==> config.mk <==
export PLATFORM = sky130hd
export DESIGN_NAME = dring_queue
export DESIGN_NICKNAME = d
export VERILOG_FILES = /design/src/rtl/dring_pkg.sv /design/src/rtl/dring_cfg.sv /design/src/rtl/dring_ptrs.sv /design/src/rtl/dring_level.sv /design/src/rtl/dring_queue.sv
export SDC_FILE = /design/constraint.sdc
export NUM_CORES = 1
export LEC_CHECK = 0
export ABC_AREA = 1
export BUFFER_PORTS_ARGS = -buffer_cell sky130_fd_sc_hd__buf_2
export CAP_MARGIN = 20
export CORE_ASPECT_RATIO = 0.8
export CORE_MARGIN = 2
export CORE_UTILIZATION = 55
export DETAILED_ROUTE_END_ITERATION = 10
export HOLD_SLACK_MARGIN = 0.02
export MAX_ROUTING_LAYER = met4
export PLACE_DENSITY = 0.86
export SLEW_MARGIN = 20
export SYNTH_ARGS = -nofsm -noshare
export SYNTH_HDL_FRONTEND = slang
export SYNTH_SLANG_ARGS = --single-unit
==> constraint.sdc <==
create_clock -name clk -period 5.64 [get_ports clk]
set_input_delay 0.564 -clock clk [delete_from_list [all_inputs] [get_ports clk]]
set_output_delay 0.564 -clock clk [all_outputs]
set_load 0.005 [all_outputs]
==> src/rtl/dring_pkg.sv <==
package dring_pkg;

    // Register word selected by reg_addr[4:2]
    typedef enum logic [2:0] {
        RG_ENABLE = 3'd0,
        RG_BASE   = 3'd1,
        RG_SIZE   = 3'd2,
        RG_WPTR   = 3'd3,
        RG_RPTR   = 3'd4,
        RG_LEVEL  = 3'd5,
        RG_LOTH   = 3'd6,
        RG_HITH   = 3'd7
    } dring_reg_e;

    // Bits of the enable word
    localparam int EN_BASE_BIT  = 2;
    localparam int EN_SIZE_BIT  = 1;
    localparam int EN_HWPTR_BIT = 0;

    // Pointer byte offset = index << DESC_SHIFT (32-byte stride)
    localparam int DESC_SHIFT = 5;
    // Depth register = descriptor count << SIZE_SHIFT
    localparam int SIZE_SHIFT = 3;

endpackage

==> src/rtl/dring_cfg.sv <==
module dring_cfg
    import dring_pkg::*;
#(
    parameter int MAX_DEPTH = 1024,
    localparam int DEP_W = $clog2(MAX_DEPTH) + 1
) (
    input  logic             clk,
    input  logic             rst_n,
    input  logic             wr_en,
    input  dring_reg_e       wr_sel,
    input  logic [31:0]      wdata,
    output logic [2:0]       en_word,
    output logic [31:0]      base,
    output logic [DEP_W-1:0] depth,
    output logic [DEP_W-1:0] lo_th,
    output logic [DEP_W-1:0] hi_th,
    output logic             size_load
);

    typedef struct packed {
        logic [2:0]       en;
        logic [31:0]      base;
        logic [DEP_W-1:0] depth;
        logic [DEP_W-1:0] lo;
        logic [DEP_W-1:0] hi;
    } cfg_s;

    cfg_s st_d, st_q;

    logic [DEP_W-1:0] cand;
    logic             cand_legal;
    logic             upper_clear;

    always_comb begin
        st_d        = st_q;
        cand        = wdata[SIZE_SHIFT +: DEP_W];
        upper_clear = (wdata >> (SIZE_SHIFT + DEP_W)) == 32'd0;
        cand_legal  = upper_clear
                      && (cand >= DEP_W'(2))
                      && (cand <= DEP_W'(MAX_DEPTH))
                      && ((cand & (cand - DEP_W'(1))) == '0);
        size_load   = wr_en && (wr_sel == RG_SIZE)
                      && st_q.en[EN_SIZE_BIT] && cand_legal;
        if (wr_en) begin
            case (wr_sel)
                RG_ENABLE: st_d.en = wdata[2:0];
                RG_BASE:   if (st_q.en[EN_BASE_BIT]) st_d.base = wdata;
                RG_SIZE:   if (size_load) st_d.depth = cand;
                RG_LOTH:   st_d.lo = wdata[DEP_W-1:0];
                RG_HITH:   st_d.hi = wdata[DEP_W-1:0];
                default:   ;
            endcase
        end
    end

    always_ff @(posedge clk or negedge rst_n) begin
        if (!rst_n) begin
            st_q.en    <= '0;
            st_q.base  <= '0;
            st_q.depth <= DEP_W'(MAX_DEPTH);
            st_q.lo    <= '0;
            st_q.hi    <= DEP_W'(MAX_DEPTH - 1);
        end else begin
            st_q <= st_d;
        end
    end

    assign en_word = st_q.en;
    assign base    = st_q.base;
    assign depth   = st_q.depth;
    assign lo_th   = st_q.lo;
    assign hi_th   = st_q.hi;

    // base write with its enable bit clear leaves the base alone
    a_r2_base_gated: assert property (@(posedge clk) disable iff (!rst_n)
        (wr_en && wr_sel == RG_BASE && !st_q.en[EN_BASE_BIT]) |=> $stable(base));

    // depth write with its enable bit clear leaves the depth alone
    a_r3_size_gated: assert property (@(posedge clk) disable iff (!rst_n)
        (wr_en && wr_sel == RG_SIZE && !st_q.en[EN_SIZE_BIT]) |=> $stable(depth));

    // depth is always a legal power of two
    a_r3_depth_pow2: assert property (@(posedge clk) disable iff (!rst_n)
        ($countones(depth) == 1) && (depth >= DEP_W'(2)));

endmodule

==> src/rtl/dring_ptrs.sv <==
module dring_ptrs #(
    parameter int MAX_DEPTH   = 1024,
    parameter bit SW_PRODUCER = 1'b1,
    localparam int IDX_W = $clog2(MAX_DEPTH),
    localparam int DEP_W = IDX_W + 1
) (
    input  logic             clk,
    input  logic             rst_n,
    input  logic [DEP_W-1:0] depth,
    input  logic             clear,
    input  logic             sw_wr,
    input  logic             hw_preset,
    input  logic [IDX_W-1:0] ptr_in,
    input  logic             hw_step,
    output logic [IDX_W-1:0] wr_idx,
    output logic [IDX_W-1:0] rd_idx,
    output logic [IDX_W-1:0] hw_idx
);

    typedef struct packed {
        logic [IDX_W-1:0] sw;
        logic [IDX_W-1:0] hw;
    } ptr_s;

    ptr_s p_d, p_q;

    logic [DEP_W-1:0] depth_m1;
    logic [IDX_W-1:0] mask;

    always_comb begin
        depth_m1 = depth - DEP_W'(1);
        mask     = depth_m1[IDX_W-1:0];
        p_d      = p_q;
        if (clear) begin
            p_d.sw = '0;
            p_d.hw = '0;
        end else begin
            if (sw_wr) begin
                p_d.sw = ptr_in & mask;
            end
            if (hw_preset) begin
                p_d.hw = ptr_in & mask;
            end else if (hw_step) begin
                p_d.hw = (p_q.hw + IDX_W'(1)) & mask;
            end
        end
    end

    always_ff @(posedge clk or negedge rst_n) begin
        if (!rst_n) begin
            p_q <= '0;
        end else begin
            p_q <= p_d;
        end
    end

    generate
        if (SW_PRODUCER) begin : g_fill
            assign wr_idx = p_q.sw;
            assign rd_idx = p_q.hw;
        end else begin : g_done
            assign wr_idx = p_q.hw;
            assign rd_idx = p_q.sw;
        end
    endgenerate

    assign hw_idx = p_q.hw;

    // software pointer write lands modulo depth
    a_r4_sw_load: assert property (@(posedge clk) disable iff (!rst_n)
        (sw_wr && !clear) |=> (p_q.sw == ($past(ptr_in) & $past(mask))));

    // an accepted advance moves the engine pointer by one, wrapping
    a_r6_step: assert property (@(posedge clk) disable iff (!rst_n)
        (hw_step && !hw_preset && !clear) |=> (hw_idx == (($past(hw_idx) + IDX_W'(1)) & $past(mask))));

    // a resize clears both pointers
    a_r3_clear: assert property (@(posedge clk) disable iff (!rst_n)
        clear |=> (wr_idx == '0 && rd_idx == '0));

endmodule

==> src/rtl/dring_level.sv <==
module dring_level #(
    parameter int MAX_DEPTH   = 1024,
    parameter bit SW_PRODUCER = 1'b1,
    localparam int IDX_W = $clog2(MAX_DEPTH),
    localparam int DEP_W = IDX_W + 1
) (
    input  logic [IDX_W-1:0] wr_idx,
    input  logic [IDX_W-1:0] rd_idx,
    input  logic [DEP_W-1:0] depth,
    input  logic [DEP_W-1:0] lo_th,
    input  logic [DEP_W-1:0] hi_th,
    output logic [DEP_W-1:0] level,
    output logic             empty,
    output logic             full,
    output logic             al_empty,
    output logic             al_full
);

    logic [DEP_W-1:0] depth_m1;
    logic [IDX_W-1:0] diff;
    logic [DEP_W-1:0] used;

    always_comb begin
        depth_m1 = depth - DEP_W'(1);
        diff     = (wr_idx - rd_idx) & depth_m1[IDX_W-1:0];
        used     = DEP_W'(diff);
        empty    = (used == '0);
        full     = (used == depth_m1);
    end

    generate
        if (SW_PRODUCER) begin : g_valid
            assign level = used;
        end else begin : g_free
            assign level = depth_m1 - used;
        end
    endgenerate

    assign al_empty = (level <= lo_th);
    assign al_full  = (level >= hi_th);

endmodule

==> src/rtl/dring_queue.sv <==
module dring_queue
    import dring_pkg::*;
#(
    parameter int MAX_DEPTH   = 1024,
    parameter bit SW_PRODUCER = 1'b1,
    localparam int IDX_W = $clog2(MAX_DEPTH),
    localparam int DEP_W = IDX_W + 1
) (
    input  logic             clk,
    input  logic             rst_n,
    input  logic             reg_wr,
    input  logic [4:0]       reg_addr,
    input  logic [31:0]      reg_wdata,
    output logic [31:0]      reg_rdata,
    input  logic             hw_adv,
    output logic             hw_adv_ok,
    output logic [31:0]      hw_entry_addr,
    output logic [DEP_W-1:0] q_level,
    output logic             q_empty,
    output logic             q_full,
    output logic             q_al_empty,
    output logic             q_al_full
);

    localparam dring_reg_e SW_SEL = SW_PRODUCER ? RG_WPTR : RG_RPTR;
    localparam dring_reg_e HW_SEL = SW_PRODUCER ? RG_RPTR : RG_WPTR;

    dring_reg_e       sel;
    logic [2:0]       en_word;
    logic [31:0]      base;
    logic [DEP_W-1:0] depth;
    logic [DEP_W-1:0] lo_th;
    logic [DEP_W-1:0] hi_th;
    logic             size_load;
    logic             sw_wr;
    logic             hw_preset;
    logic             blocked;
    logic [IDX_W-1:0] wr_idx;
    logic [IDX_W-1:0] rd_idx;
    logic [IDX_W-1:0] hw_idx;
    logic             unused_addr_lsb;

    assign sel             = dring_reg_e'(reg_addr[4:2]);
    assign unused_addr_lsb = ^reg_addr[1:0];
    assign sw_wr           = reg_wr && (sel == SW_SEL);
    assign hw_preset       = reg_wr && (sel == HW_SEL) && en_word[EN_HWPTR_BIT];
    assign blocked         = SW_PRODUCER ? q_empty : q_full;
    assign hw_adv_ok       = hw_adv && !blocked;

    dring_cfg #(.MAX_DEPTH(MAX_DEPTH)) u_cfg (
        .clk       (clk),
        .rst_n     (rst_n),
        .wr_en     (reg_wr),
        .wr_sel    (sel),
        .wdata     (reg_wdata),
        .en_word   (en_word),
        .base      (base),
        .depth     (depth),
        .lo_th     (lo_th),
        .hi_th     (hi_th),
        .size_load (size_load)
    );

    dring_ptrs #(.MAX_DEPTH(MAX_DEPTH), .SW_PRODUCER(SW_PRODUCER)) u_ptrs (
        .clk       (clk),
        .rst_n     (rst_n),
        .depth     (depth),
        .clear     (size_load),
        .sw_wr     (sw_wr),
        .hw_preset (hw_preset),
        .ptr_in    (reg_wdata[DESC_SHIFT +: IDX_W]),
        .hw_step   (hw_adv_ok),
        .wr_idx    (wr_idx),
        .rd_idx    (rd_idx),
        .hw_idx    (hw_idx)
    );

    dring_level #(.MAX_DEPTH(MAX_DEPTH), .SW_PRODUCER(SW_PRODUCER)) u_level (
        .wr_idx   (wr_idx),
        .rd_idx   (rd_idx),
        .depth    (depth),
        .lo_th    (lo_th),
        .hi_th    (hi_th),
        .level    (q_level),
        .empty    (q_empty),
        .full     (q_full),
        .al_empty (q_al_empty),
        .al_full  (q_al_full)
    );

    assign hw_entry_addr = base + (32'(hw_idx) << DESC_SHIFT);

    always_comb begin
        case (sel)
            RG_ENABLE: reg_rdata = {29'd0, en_word};
            RG_BASE:   reg_rdata = base;
            RG_SIZE:   reg_rdata = 32'(depth) << SIZE_SHIFT;
            RG_WPTR:   reg_rdata = 32'(wr_idx) << DESC_SHIFT;
            RG_RPTR:   reg_rdata = 32'(rd_idx) << DESC_SHIFT;
            RG_LEVEL:  reg_rdata = 32'(q_level);
            RG_LOTH:   reg_rdata = 32'(lo_th);
            RG_HITH:   reg_rdata = 32'(hi_th);
            default:   reg_rdata = 32'd0;
        endcase
    end

    // a refused advance leaves the engine pointer where it was
    a_r7_blocked_hold: assert property (@(posedge clk) disable iff (!rst_n)
        (hw_adv && blocked && !hw_preset && !size_load) |=> $stable(hw_idx));

    // empty and full never coincide (depth is at least two)
    a_r9_not_both: assert property (@(posedge clk) disable iff (!rst_n)
        !(q_empty && q_full));

    // reported level never exceeds the ring capacity
    a_r8_level_bound: assert property (@(posedge clk) disable iff (!rst_n)
        q_level <= (depth - DEP_W'(1)));

    // a preset of the engine pointer overrides a same-cycle advance
    a_r11_preset_wins: assert property (@(posedge clk) disable iff (!rst_n)
        (hw_preset && !size_load) |=> (hw_idx == ($past(reg_wdata[DESC_SHIFT +: IDX_W]) & $past(depth_m1_idx()))));

    function automatic logic [IDX_W-1:0] depth_m1_idx();
        logic [DEP_W-1:0] t;
        t = depth - DEP_W'(1);
        return t[IDX_W-1:0];
    endfunction

endmodule

==> results of run 1 <==
-- path summary, 6_finish.rpt --
check / startpoint / to / slack, ps / cells after the start
min: rst_n / u_cfg.lo_th[0] / 120 / 1
max in group asynchronous: rst_n / u_cfg.base[8] / 4410 / 2
max reg2reg: u_ptrs.hw_idx[0] / u_ptrs.hw_idx[2] / 2650 / 15
min in group clk: reg_wdata[31] / u_cfg.base[31] / 480 / 3
max: u_ptrs.hw_idx[0] / q_al_empty / 1380 / 17
min reg2reg: u_cfg.lo_th[1] / u_cfg.lo_th[1] / 490 / 2
-- per-stage QoR --
stage	area [µm²]	hold WS, ps	total power, W
6_report	7930	116	0.00331
5_1_grt	7930	147	0.00359
4_1_cts	7930	132	0.00327
3_5_place_dp	7640	474	0.00267
3_3_place_gp	7640	469	0.00261
2_1_floorplan	6960	268	0.00206
-- worst max-delay path, stage by stage (launching register included) --
cell,delay [ps]
sky130_fd_sc_hd__dfrtp_1,530
sky130_fd_sc_hd__ha_1,240
sky130_fd_sc_hd__inv_1,90
sky130_fd_sc_hd__fa_1,450
sky130_fd_sc_hd__nand2_1,100
sky130_fd_sc_hd__nand3_1,110
sky130_fd_sc_hd__nand3_1,120
sky130_fd_sc_hd__nand3_1,150
sky130_fd_sc_hd__nand3_1,140
sky130_fd_sc_hd__inv_1,110
sky130_fd_sc_hd__ha_1,290
sky130_fd_sc_hd__nand2_1,50
sky130_fd_sc_hd__nor2_1,110
sky130_fd_sc_hd__nand2_1,110
sky130_fd_sc_hd__nor4b_1,390
sky130_fd_sc_hd__nand4_1,140
sky130_fd_sc_hd__nand2_1,90
sky130_fd_sc_hd__buf_2,110
-- placed cells by master, fill, tap and decap left out, drive strengths merged, types with 7 or more instances in the layout --
cell	count
clkbuf	11
nor2	100
a22oi	11
o21ai	94
o2111ai	7
nor3	18
dfstp	11
a31oi	8
ha	40
nand2	272
inv	166
buf	121
nand3	78
dfrtp	77
a21oi	35
nand4	14
xor2	26
-- synth_stat cells, types with 6 or more instances --
cell / count / area share [%]
sky130_fd_sc_hd__inv_1: 164 / 8.8
sky130_fd_sc_hd__ha_1: 40 / 7.2
sky130_fd_sc_hd__clkbuf_1: 13 / 0.70
sky130_fd_sc_hd__dfstp_2: 11 / 4.2
sky130_fd_sc_hd__nand2_1: 269 / 15
sky130_fd_sc_hd__nand3_1: 76 / 5.5
sky130_fd_sc_hd__o21ai_1: 8 / 0.58
sky130_fd_sc_hd__buf_4: 6 / 0.65
sky130_fd_sc_hd__xor2_1: 24 / 3.0
sky130_fd_sc_hd__a31oi_1: 8 / 0.72
sky130_fd_sc_hd__a221oi_1: 6 / 0.76
sky130_fd_sc_hd__nor2_1: 97 / 5.2
sky130_fd_sc_hd__dfrtp_1: 77 / 28
sky130_fd_sc_hd__a21oi_1: 35 / 2.5
sky130_fd_sc_hd__nand4_1: 13 / 1.2
sky130_fd_sc_hd__buf_2: 7 / 0.50
sky130_fd_sc_hd__o2111ai_1: 7 / 0.88
sky130_fd_sc_hd__nor3_1: 13 / 0.94
sky130_fd_sc_hd__o21ai_0: 85 / 6.1
sky130_fd_sc_hd__a22oi_1: 11 / 1.2
-- cell type report --
type	instances	area share (%)
inverters	167	7.91
clock inverters	5	0.742
multi-input cells	743	50.0
flip-flops and latches	88	27.9
well taps	171	2.70
repair buffers	121	7.80
clock buffers	11	2.94
-- sequential cells by signal, indices dropped and copies added (netlist names) --
signal and cells:
u_cfg.base 32, u_cfg.depth 11, u_cfg.hi_th 11, u_cfg.lo_th 11, u_ptrs.hw_idx 10, u_ptrs.wr_idx 10
u_cfg.en_word 3
-- metal layers --
layer	global-route usage, %	part of all wire (%)	vias to the layer above
li1	-	-	3536
met1	49.0	43	3404
met2	48.1	43	435
met3	8.24	11	54
met4	9.06	2.3	0
met5	-	0	-
-- power groups by stage --
stage               Clock (W)  Combinational (W)  Sequential (W)
floorplan                   0            0.00116        0.000892
global placement            0            0.00166        0.000952
detailed placement          0            0.00171        0.000955
CTS                  0.000604            0.00172        0.000947
global route         0.000635            0.00199        0.000968
finish               0.000606            0.00175        0.000953
-- cells by family (layout without fill, tap and decap cells) --
kind of cell	Yosys count	in the layout
compound gates	177	177
xor+xnor	31	31
fa+ha+maj	42	42
buf+inv	195	304
flops	88	88
other cells	1	1
simple gates	492	492
==> qor.log, run 1 <==
INFO  run_status     outcome=complete, no violations
INFO  cts            clkSlewWorstSetupHoldPaths=60ps
INFO  synthesis      number_of_enable_flip_flop_cells_after_synthesis=0
INFO  power_and_ir_drop pwr_density_cell=418nW/µm²
INFO  setup_path     worstPathRequired=5080ps
INFO  synthesis      yosys.area_share.simple=30.4%
INFO  grt            grt_first_pass_wirelength=35,000µm
INFO  final_layout   fillerInstances=1,128
INFO  synthesis      syn_area=6960µm²
INFO  drt            drt-pass1-iter-count=6
INFO  sta            fin_tns_setup=0ps
INFO  sta            worstMarginPinSlew=959ps
INFO  cts            cts_root_buf=sky130_fd_sc_hd__clkbuf_16
INFO  synthesis      synth_seq_area_share=31.9%
INFO  cts            clock_path_buffers=2
INFO  placed_design  post-place-ws=1850ps
INFO  flow_run       drv.max_cap_violation_count=0
INFO  cts            cts_buffers=9
INFO  synthesis      post_synth_num_cell_types=48
INFO  power_and_ir_drop seqPwrFrac=28.8%
INFO  drt            routed-via-count=7,429
INFO  final_layout   stdcell_count=1,306
INFO  sta            fin_crit=4260ps
INFO  placed_design  dp_cell_count=1,290
INFO  setup_path     critPathLaunchType=flip-flop
INFO  setup_path     timing.setup.critical_path_class=reg -> out
INFO  grt            via_count_of_the_first_global_routing_pass=6,860
INFO  sta            final-max-slew-violation-count=0
INFO  cts            cts.hold.buffers_added=0
INFO  synthesis      yosys_warnings=0
INFO  cts            tritoncts=done
INFO  synthesis      synth-xor-area-share=4.12%
INFO  power_and_ir_drop switching_share=46.0%
INFO  cts            h_tree_levels=3
INFO  final_layout   post-route-util=64.7%
INFO  final_layout   area.sequential=2220µm²
INFO  placed_design  port_buffers=117
INFO  cts            worst_skew_late_latency=360ps
INFO  synthesis      post_synth_fa_ha_maj_area_fraction=7.77%
INFO  final_layout   fraction_of_final_layout_cells_sized_beyond_drive_strength_1=14.8%
INFO  floorplan      die_area=13,600µm²
INFO  grt            grt_start_max_net_pins=61
INFO  floorplan      die_y=105µm
INFO  cts            clock_sink_count=88
INFO  setup_path     kind_of_end_point_of_the_critical_path=output port
INFO  synthesis      syn-num-nets=1,109
INFO  power_and_ir_drop switchingPower=0.00152W
INFO  floorplan      floorplan.rows=36
INFO  setup_path     critical_path_arrival=3690ps
INFO  power_and_ir_drop comb_power_share=52.9%
INFO  synthesis      ys_ff_latch=88
INFO  floorplan      die_width=130µm
INFO  sta            timing.final.hold_violations=0
INFO  sta            share_of_the_clock_period_used_by_the_worst_path=75.5%
INFO  final_layout   area.growth.synth_to_final=14.0%
INFO  final_layout   area_of_the_multi_input_gates=3960µm²
INFO  floorplan      core_area=12,300µm²
INFO  power_and_ir_drop clock_power_share=18.3%
INFO  sta            fin_skew=4.14ps
INFO  grt            globalRoute.totalOverflow=0
INFO  drt            drt-total-wl=21,500µm
INFO  power_and_ir_drop power.leakage=4.34nW
INFO  final_layout   finalNetCount=1,213
INFO  drt            detailedRoute.firstIterationViolations=669
INFO  final_layout   antennaDiodeCount=0
INFO  drt            detail_route.wl_per_cell=16.5µm
INFO  synthesis      async_reset_ff_share=100%
INFO  drt            drc=0
INFO  synthesis      synthMuxAreaShare=0%
INFO  placed_design  place_congestion=1.01
INFO  drt            antenna_violating_nets_post_route=0
INFO  grt            antenna_found_initial=0
INFO  grt            global_router_s_overall_resource_usage=34.0%
INFO  placed_design  dp_hpwl=16,800µm
INFO  worst_hold_path min-delay-path-class=in -> async
INFO  synthesis      synthesized_instance_count=1,026
INFO  power_and_ir_drop max-vdd-ir-drop=0.253mV
INFO  synthesis      yosys_most_used_dff=sky130_fd_sc_hd__dfrtp_1
INFO  cts            postCtsSetupBuffers=0
INFO  synthesis      post_syn_area_per_cell=6.78µm²
INFO  drt            avgViaCountPerCell=5.69
INFO  floorplan      floorplan.initialDensity=56.8%
INFO  sta            fmaxAchievable=0.235GHz
INFO  sta            timing.max_slew.rel_slack=35.9%
INFO  synthesis      synth_compound_gate_area_share=14.6%
INFO  sta            setup_slack=1380ps
INFO  setup_path     path_max_fanout=9
INFO  sta            setup_violations=0
INFO  cts            cts_resized=0
INFO  sta            rsz0062_at_grt=false
INFO  floorplan      num_io_pins=121
INFO  power_and_ir_drop internal_power=0.00179W
INFO  synthesis      synth_top_family_by_area=simple AND/OR/NAND/NOR gates
Power figures use the tool's default switching activity.
==> run 2: changes to the inputs <==
clock period = 4.25 ns   (was 5.64 ns; I/O delays follow)
==> run 2 against run 1 <==
Effect of this change:
- final area increased by 0.68%
- clock-buffer cell count decreased by 1
- first-iteration DRC count increased by 11%
- global-route usage decreased by 0.71 points
- clock power increased by 40%
- cell count increased by 0.15%
- critical path type unchanged
- power increased by 34%
- core utilization increased by 0.44 points
- critical endpoint unchanged
- via count increased by 0.79%
- sequential power increased by 32%
==> qor.log, run 2 (synthesis results as in run 1) <==
INFO  final_layout   antennaDiodeCount=0 [unchanged]
INFO  sta            timing.final.hold_violations=0 [unchanged]
INFO  power_and_ir_drop power.leakage=4.37nW [+0.68%]
INFO  sta            timing.max_slew.rel_slack=30.4% [-5.5 points]
INFO  power_and_ir_drop internal_power=0.00241W [+35%]
INFO  setup_path     critPathTopFamily=simple AND/OR/NAND/NOR gates
INFO  setup_path     worstPathRequired=3830ps [-1250 ps]
INFO  grt            via_count_of_the_first_global_routing_pass=6,866 [+0.087%]
INFO  drt            drt-pass1-iter-count=5 [-1]
INFO  floorplan      die_width=130µm [unchanged]
INFO  setup_path     worstPathCellList=inv_1, fa_1, xnor2_1, nor2_1, ha_1, nand2_1, nor2_1, a211oi_1, o21ai_0, nand4_1, nand2_1, nand2_1, nand2_1, nand2_1, buf_2
INFO  setup_path     timing.setup.critical_path_class=reg -> out
INFO  cts            cts_resized=0 [unchanged]
INFO  setup_path     regToRegSetupSlack=1260ps [-1390 ps]
INFO  setup_path     timing.critical_path.depth=15 [-2]
INFO  cts            h_tree_levels=3 [unchanged]
INFO  setup_path     critical_path_arrival=3480ps [-210 ps]
INFO  cts            postCtsSetupBuffers=0 [unchanged]
INFO  cts            clkSlewWorstSetupHoldPaths=70ps [about the same]
INFO  cts            tritoncts=done
INFO  sta            share_of_the_clock_period_used_by_the_worst_path=91.9%
INFO  setup_path     timing.critical_path.slowest_stage_cell=sky130_fd_sc_hd__fa_1
INFO  cts            worst_skew_late_latency=350ps [about the same]
INFO  cts            cts_root_buf=sky130_fd_sc_hd__clkbuf_16
INFO  power_and_ir_drop max-vdd-ir-drop=0.275mV [+8.4%]
INFO  worst_hold_path min-delay-path-class=in -> async
INFO  power_and_ir_drop switching_share=45.7% [-0.34 points]
INFO  setup_path     rr_endpoint=u_ptrs.hw_idx[1]
INFO  cts            cts_buffers=9 [unchanged]
INFO  drt            drc=0 [unchanged]
INFO  drt            routed-via-count=7,488 [+0.79%]
INFO  grt            antenna_found_initial=0 [unchanged]
INFO  final_layout   area.growth.synth_to_final=14.7%
INFO  power_and_ir_drop power.total=0.00443W [+34%]
INFO  flow_run       drv.max_cap_violation_count=0 [unchanged]
INFO  final_layout   top_library_cells_by_usage_in_the_layout_fill_and_taps_aside=269 x sky130_fd_sc_hd__nand2_1, 164 x sky130_fd_sc_hd__inv_1, 116 x sky130_fd_sc_hd__buf_2, 97 x sky130_fd_sc_hd__nor2_1, 85 x sky130_fd_sc_hd__o21ai_0
INFO  drt            antenna_violating_nets_post_route=0 [unchanged]
INFO  setup_path     regToRegStartpoint=u_ptrs.hw_idx[1]
INFO  power_and_ir_drop clock_power_share=19.2% [+0.9 points]
INFO  grt            global_router_s_overall_resource_usage=33.3% [-0.71 points]
INFO  final_layout   register_with_the_highest_flop_count=u_cfg.base
INFO  sta            fin_skew=8.69ps [+4.55 ps]
INFO  setup_path     rr_worst_depth=14 [-1]
INFO  final_layout   fraction_of_final_layout_cells_sized_beyond_drive_strength_1=15.3% [+0.50 points]
INFO  drt            detailedRoute.firstIterationViolations=745 [+11%]
INFO  final_layout   largest_reg_flops=32 [unchanged]
INFO  cts            clock_sink_count=88 [unchanged]
INFO  placed_design  dp_hpwl=16,400µm [-2.1%]
INFO  placed_design  dpl-instance-area=7650µm² [+0.20%]
INFO  sta            setup_violations=0 [unchanged]
INFO  grt            grt_start_max_net_pins=65 [+6.6%]
INFO  power_and_ir_drop pwr_density_cell=555nW/µm² [+33%]
INFO  setup_path     critPathLaunchType=flip-flop
INFO  floorplan      num_io_pins=121 [unchanged]
INFO  drt            avgViaCountPerCell=5.72 [+0.64%]
INFO  setup_path     kind_of_end_point_of_the_critical_path=output port
INFO  sta            fin_crit=3910ps
INFO  setup_path     crit_path_max_incr_delay=530ps [about the same]
INFO  setup_path     path_common_cell=sky130_fd_sc_hd__nand2_1
INFO  final_layout   finalNetCount=1,215 [+0.16%]
INFO  floorplan      floorplan.initialDensity=56.8% [unchanged]
INFO  placed_design  port_buffers=117 [unchanged]
INFO  final_layout   fin_area=7980µm² [+0.68%]
INFO  sta            fmaxAchievable=0.256GHz
INFO  placed_design  place_congestion=0.978 [-3.3%]
INFO  placed_design  post-place-ws=656ps [-1190 ps]
INFO  power_and_ir_drop switchingPower=0.00202W [+33%]
INFO  run_status     outcome=complete, no violations
INFO  setup_path     timing.critical_path.buf_inv=2 [-1]
INFO  setup_path     path_max_fanout=6 [-3]
INFO  sta            rsz0062_at_grt=false
INFO  power_and_ir_drop comb_power_share=52.5% [-0.4 points]
INFO  grt            globalRoute.totalOverflow=0 [unchanged]
INFO  sta            fin_tns_setup=0ps [unchanged]
INFO  cts            cts.hold.buffers_added=0 [unchanged]
INFO  floorplan      floorplan.rows=36 [unchanged]
INFO  power_and_ir_drop seqPwrFrac=28.4% [-0.4 points]
INFO  grt            grt_first_pass_wirelength=34,700µm [-1.1%]
INFO  sta            setup_slack=344ps [-1040 ps]
INFO  floorplan      die_area=13,600µm² [unchanged]
INFO  drt            drt-total-wl=21,500µm [-0.23%]
INFO  floorplan      core_area=12,300µm² [unchanged]
INFO  sta            final-max-slew-violation-count=0 [unchanged]
INFO  final_layout   layout.cells.most_common=sky130_fd_sc_hd__nand2_1
INFO  cts            clock_path_buffers=2 [unchanged]
INFO  floorplan      die_y=105µm [unchanged]
INFO  drt            detail_route.wl_per_cell=16.4µm [-0.38%]
INFO  sta            worstMarginPinSlew=1040ps [+82.0 ps]
run 2: cell types whose count changed in the layout (fill, tap and decap cells not counted), moves of 2 or more:
cell                         change
sky130_fd_sc_hd__buf_4           +2
sky130_fd_sc_hd__clkbuf_1        -2
sky130_fd_sc_hd__clkinv_4        +2
sky130_fd_sc_hd__clkinvlp_4      -2
run 2: cell type report:
type / count / area, µm²
fill: 1150 / 4270
sequential: 88 / 2220
clock buffer: 10 / 239
multi-input combinational: 743 / 3980
inverter: 167 / 627
tap: 171 / 214
timing repair buffer: 123 / 633
clock inverter: 6 / 76.3
run 2: per-stage QoR:
step | instances | hold slack, ps | utilization (%)
2_1_floorplan | 1026 | 129 | -
3_3_place_gp | 1292 | 465 | 62.5
3_5_place_dp | 1292 | 485 | 62.5
4_1_cts | 1308 | 163 | 65.0
5_1_grt | 1308 | 203 | 65.2
6_report | 1308 | 146 | 65.2
run 2: power groups by stage:
stage / sequential, W / clock [W] / combinational [W]
floorplan: 0.00118 / 0 / 0.00155
global placement: 0.00125 / 0 / 0.00221
global route: 0.00127 / 0.000894 / 0.00261
CTS: 0.00124 / 0.000854 / 0.00228
finish: 0.00126 / 0.000849 / 0.00232
detailed placement: 0.00126 / 0 / 0.00226
run 2: worst max path at each step:
stage / start / to / slack [ps]
after detailed placement: u_ptrs.hw_idx[1] / q_al_empty / 660
after CTS: u_ptrs.hw_idx[1] / q_al_empty / 260
after global placement: u_ptrs.hw_idx[4] / q_al_empty / 750
final: u_ptrs.hw_idx[1] / q_al_empty / 340
after floorplan: u_ptrs.hw_idx[0] / q_al_empty / 1300
after global routing: u_ptrs.hw_idx[2] / q_al_empty / 30
run 2: per-layer routing:
| metal | global-route usage [%] | wire, µm | up-vias |
|---|---|---|---|
| met5 | - | 0 | - |
| met4 | 9.29 | 563 | 0 |
| met3 | 7.32 | 2460 | 50 |
| met2 | 47.3 | 9210 | 425 |
| met1 | 47.9 | 9270 | 3471 |
| li1 | - | - | 3542 |
==> run 3: changes to the inputs <==
RECOVER_POWER = 25   (was not set)
==> run 3 against run 2 <==
Effect of this change:
- the flow now finishes with violations (capacitance limit, slew limit)
- non-clock buffer count stayed put
- via count about the same
- flip-flop and latch count unchanged
- sequential power about the same
- global-route usage did not move
- combinational power barely moved
- clock skew is essentially flat
- core utilization shrank 0.061 points
- hold slack improved by 190 ps
- worst setup slack worse by 5.7 ps
- sequential share of layout area hardly changed
- critical path depth stayed put
- highest routed layer unchanged
==> qor.log, run 3 (synthesis results as in run 1) <==
INFO  worst_hold_path min_path_cells=3
INFO  drt            antenna_violating_nets_post_route=0 [unchanged]
INFO  sta            final-max-slew-violation-count=59 [+59]
INFO  drt            detail_route.wl_per_cell=16.5µm [+0.15%]
INFO  sta            fin_tns_setup=0ps [unchanged]
INFO  setup_path     timing.critical_path.buf_inv=2 [unchanged]
INFO  cts            clock_sink_count=88 [unchanged]
INFO  setup_path     regToRegSetupSlack=1250ps [about the same]
INFO  placed_design  dp_cell_count=1,292 [unchanged]
INFO  grt            global_router_s_overall_resource_usage=33.3% [unchanged]
INFO  cts            cts_resized=0 [unchanged]
INFO  floorplan      floorplan.initialDensity=56.8% [unchanged]
INFO  setup_path     kind_of_end_point_of_the_critical_path=output port
INFO  run_status     violated_checks=capacitance limit, slew limit
INFO  run_status     outcome=complete, but fails checks
INFO  sta            whs=337ps [+191 ps]
INFO  cts            postCtsSetupBuffers=0 [unchanged]
INFO  floorplan      num_io_pins=121 [unchanged]
INFO  setup_path     path_common_cell=sky130_fd_sc_hd__nand2_1
INFO  drt            drc=0 [unchanged]
INFO  drt            avgViaCountPerCell=5.72 [about the same]
INFO  setup_path     rr_endpoint=u_ptrs.hw_idx[0]
INFO  floorplan      floorplan.rows=36 [unchanged]
INFO  grt            globalRoute.totalOverflow=0 [unchanged]
INFO  setup_path     worstPathRequired=3830ps [about the same]
INFO  final_layout   register_with_the_highest_flop_count=u_cfg.base
INFO  setup_path     path_max_fanout=6 [unchanged]
INFO  sta            fin_crit=3910ps [+5.65 ps]
INFO  sta            timing.final.hold_violations=0 [unchanged]
INFO  setup_path     rr_worst_depth=14 [unchanged]
INFO  final_layout   fillerInstances=1,152 [+0.17%]
INFO  sta            timing.max_slew.rel_slack=-114% [-140 points]
INFO  floorplan      die_area=13,600µm² [unchanged]
INFO  sta            fmaxAchievable=0.256GHz [-0.14%]
INFO  power_and_ir_drop power.leakage=4.36nW [-0.16%]
INFO  final_layout   largest_reg_flops=32 [unchanged]
INFO  grt            grt_first_pass_wirelength=34,700µm [unchanged]
INFO  worst_hold_path timing.hold.worst.start=reg_wdata[29]
INFO  final_layout   antennaDiodeCount=0 [unchanged]
INFO  power_and_ir_drop pwr_density_cell=555nW/µm² [+0.13%]
INFO  drt            drt-total-wl=21,500µm [+0.15%]
INFO  placed_design  post-place-ws=656ps [unchanged]
INFO  cts            clkSlewWorstSetupHoldPaths=70ps [about the same]
INFO  setup_path     critPathTopFamily=simple AND/OR/NAND/NOR gates
INFO  cts            clock_path_buffers=2 [unchanged]
INFO  sta            setup_slack=338ps [-5.66 ps]
INFO  placed_design  place_congestion=0.978 [unchanged]
INFO  final_layout   finalNetCount=1,215 [unchanged]
INFO  worst_hold_path min-delay-path-class=in -> reg
INFO  drt            routed-via-count=7,484 [-0.053%]
INFO  sta            worstMarginPinSlew=3210ps [+2170 ps]
INFO  cts            cts_buffers=9 [unchanged]
INFO  sta            fin_skew=8.97ps [+0.275 ps]
INFO  setup_path     timing.critical_path.slowest_stage_cell=sky130_fd_sc_hd__fa_1
INFO  setup_path     critPathLaunchType=flip-flop
INFO  setup_path     critical_path_arrival=3490ps [about the same]
INFO  floorplan      core_area=12,300µm² [unchanged]
INFO  sta            rsz0062_at_grt=false
INFO  cts            cts.hold.buffers_added=0 [unchanged]
INFO  placed_design  dpl-instance-area=7650µm² [unchanged]
INFO  drt            drt-pass1-iter-count=6 [+1]
INFO  power_and_ir_drop max-vdd-ir-drop=0.279mV [+1.5%]
INFO  drt            detailedRoute.firstIterationViolations=742 [-0.40%]
INFO  final_layout   fin_area=7980µm² [about the same]
INFO  sta            share_of_the_clock_period_used_by_the_worst_path=92.0% [+0.13 points]
INFO  final_layout   fraction_of_final_layout_cells_sized_beyond_drive_strength_1=15.1% [-0.18 points]
INFO  cts            tritoncts=done
INFO  sta            setup_violations=0 [unchanged]
INFO  worst_hold_path end_of_the_worst_hold_path=u_cfg.base[29]
INFO  placed_design  dp_hpwl=16,400µm [unchanged]
INFO  final_layout   area.growth.synth_to_final=14.6% [about the same]
INFO  cts            cts_root_buf=sky130_fd_sc_hd__clkbuf_16
INFO  grt            via_count_of_the_first_global_routing_pass=6,866 [unchanged]
INFO  floorplan      die_y=105µm [unchanged]
INFO  setup_path     crit_path_max_incr_delay=530ps [about the same]
INFO  grt            antenna_found_initial=0 [unchanged]
INFO  setup_path     regToRegStartpoint=u_ptrs.hw_idx[1]
INFO  floorplan      die_width=130µm [unchanged]
INFO  final_layout   top_library_cells_by_usage_in_the_layout_fill_and_taps_aside=269 x sky130_fd_sc_hd__nand2_1, 164 x sky130_fd_sc_hd__inv_1, 115 x sky130_fd_sc_hd__buf_2, 97 x sky130_fd_sc_hd__nor2_1, 85 x sky130_fd_sc_hd__o21ai_0
INFO  setup_path     worstPathCellList=inv_1, fa_1, xnor2_1, nor2_1, ha_1, nand2_1, nor2_1, a211oi_1, o21ai_0, nand4_1, nand2_1, nand2_1, nand2_1, nand2_1, buf_2
INFO  setup_path     timing.setup.critical_path_class=reg -> out
INFO  cts            h_tree_levels=3 [unchanged]
INFO  placed_design  port_buffers=117 [unchanged]
INFO  flow_run       drv.max_cap_violation_count=1 [+1]
INFO  cts            worst_skew_late_latency=350ps [about the same]
INFO  final_layout   stdcell_count=1,308 [unchanged]
INFO  final_layout   layout.cells.most_common=sky130_fd_sc_hd__nand2_1
INFO  setup_path     timing.critical_path.depth=15 [unchanged]
INFO  grt            grt_start_max_net_pins=65 [unchanged]
run 3: changes by cell type in the layout (fill, tap and decap cells not counted):
cell / before / now
sky130_fd_sc_hd__buf_2: 116 / 115
sky130_fd_sc_hd__clkbuf_2: 0 / 1
sky130_fd_sc_hd__buf_4: 7 / 5
sky130_fd_sc_hd__clkbuf_1: 0 / 2
run 3: metal layers:
| metal | GRT usage [%] | routed length [µm] | vias up |
|---|---|---|---|
| met3 | 7.32 | 2510 | 57 |
| met1 | 47.9 | 9220 | 3445 |
| met2 | 47.3 | 9200 | 442 |
| li1 | - | - | 3540 |
| met4 | 9.29 | 593 | 0 |
| met5 | - | 0 | - |
run 3: how the worst max path moves through the flow:
stage / slack, ps / from / endpoint
5_1_grt: 30 / u_ptrs.hw_idx[2] / q_al_empty
6_report: 340 / u_ptrs.hw_idx[1] / q_al_empty
4_1_cts: 260 / u_ptrs.hw_idx[1] / q_al_empty
3_3_place_gp: 750 / u_ptrs.hw_idx[4] / q_al_empty
3_5_place_dp: 660 / u_ptrs.hw_idx[1] / q_al_empty
2_1_floorplan: 1300 / u_ptrs.hw_idx[0] / q_al_empty
run 3: where the power goes:
| group | switching (W) | leakage (nW) | internal [W] |
|---|---|---|---|
| Sequential | 0.000220 | 1.09 | 0.00104 |
| Clock | 0.000368 | 0.155 | 0.000482 |
| Combinational | 0.00144 | 3.12 | 0.000888 |
run 3: worst register-to-register path, cell delays in order (launching register included):
cell and delay, ps:
sky130_fd_sc_hd__dfrtp_1 460, sky130_fd_sc_hd__inv_1 220, sky130_fd_sc_hd__fa_1 530, sky130_fd_sc_hd__xnor2_1 290
sky130_fd_sc_hd__nor2_1 210, sky130_fd_sc_hd__nor2_1 120, sky130_fd_sc_hd__nand2_1 60, sky130_fd_sc_hd__nor2_1 130
sky130_fd_sc_hd__nand2_1 60, sky130_fd_sc_hd__nor2_1 130, sky130_fd_sc_hd__nand2_1 140, sky130_fd_sc_hd__nand2_2 240
sky130_fd_sc_hd__nand2_4 140, sky130_fd_sc_hd__nand2_1 100, sky130_fd_sc_hd__nand2_1 60
run 3: layout make-up:
type	instances	area (µm²)	share of cell area (%)
clock inverter	6	76.3	0.957
timing repair buffer	123	626	7.84
multi-input combinational	743	3980	49.9
tap	171	214	2.68
clock buffer	10	239	3.00
inverter	167	627	7.86
sequential	88	2220	27.8
run 3: per-stage QoR:
step / util (%) / power (W)
3_3_place_gp: 62.5 / 0.00346
4_1_cts: 65.0 / 0.00438
3_5_place_dp: 62.5 / 0.00351
5_1_grt: 65.1 / 0.00477
2_1_floorplan: - / 0.00273
6_report: 65.1 / 0.00443
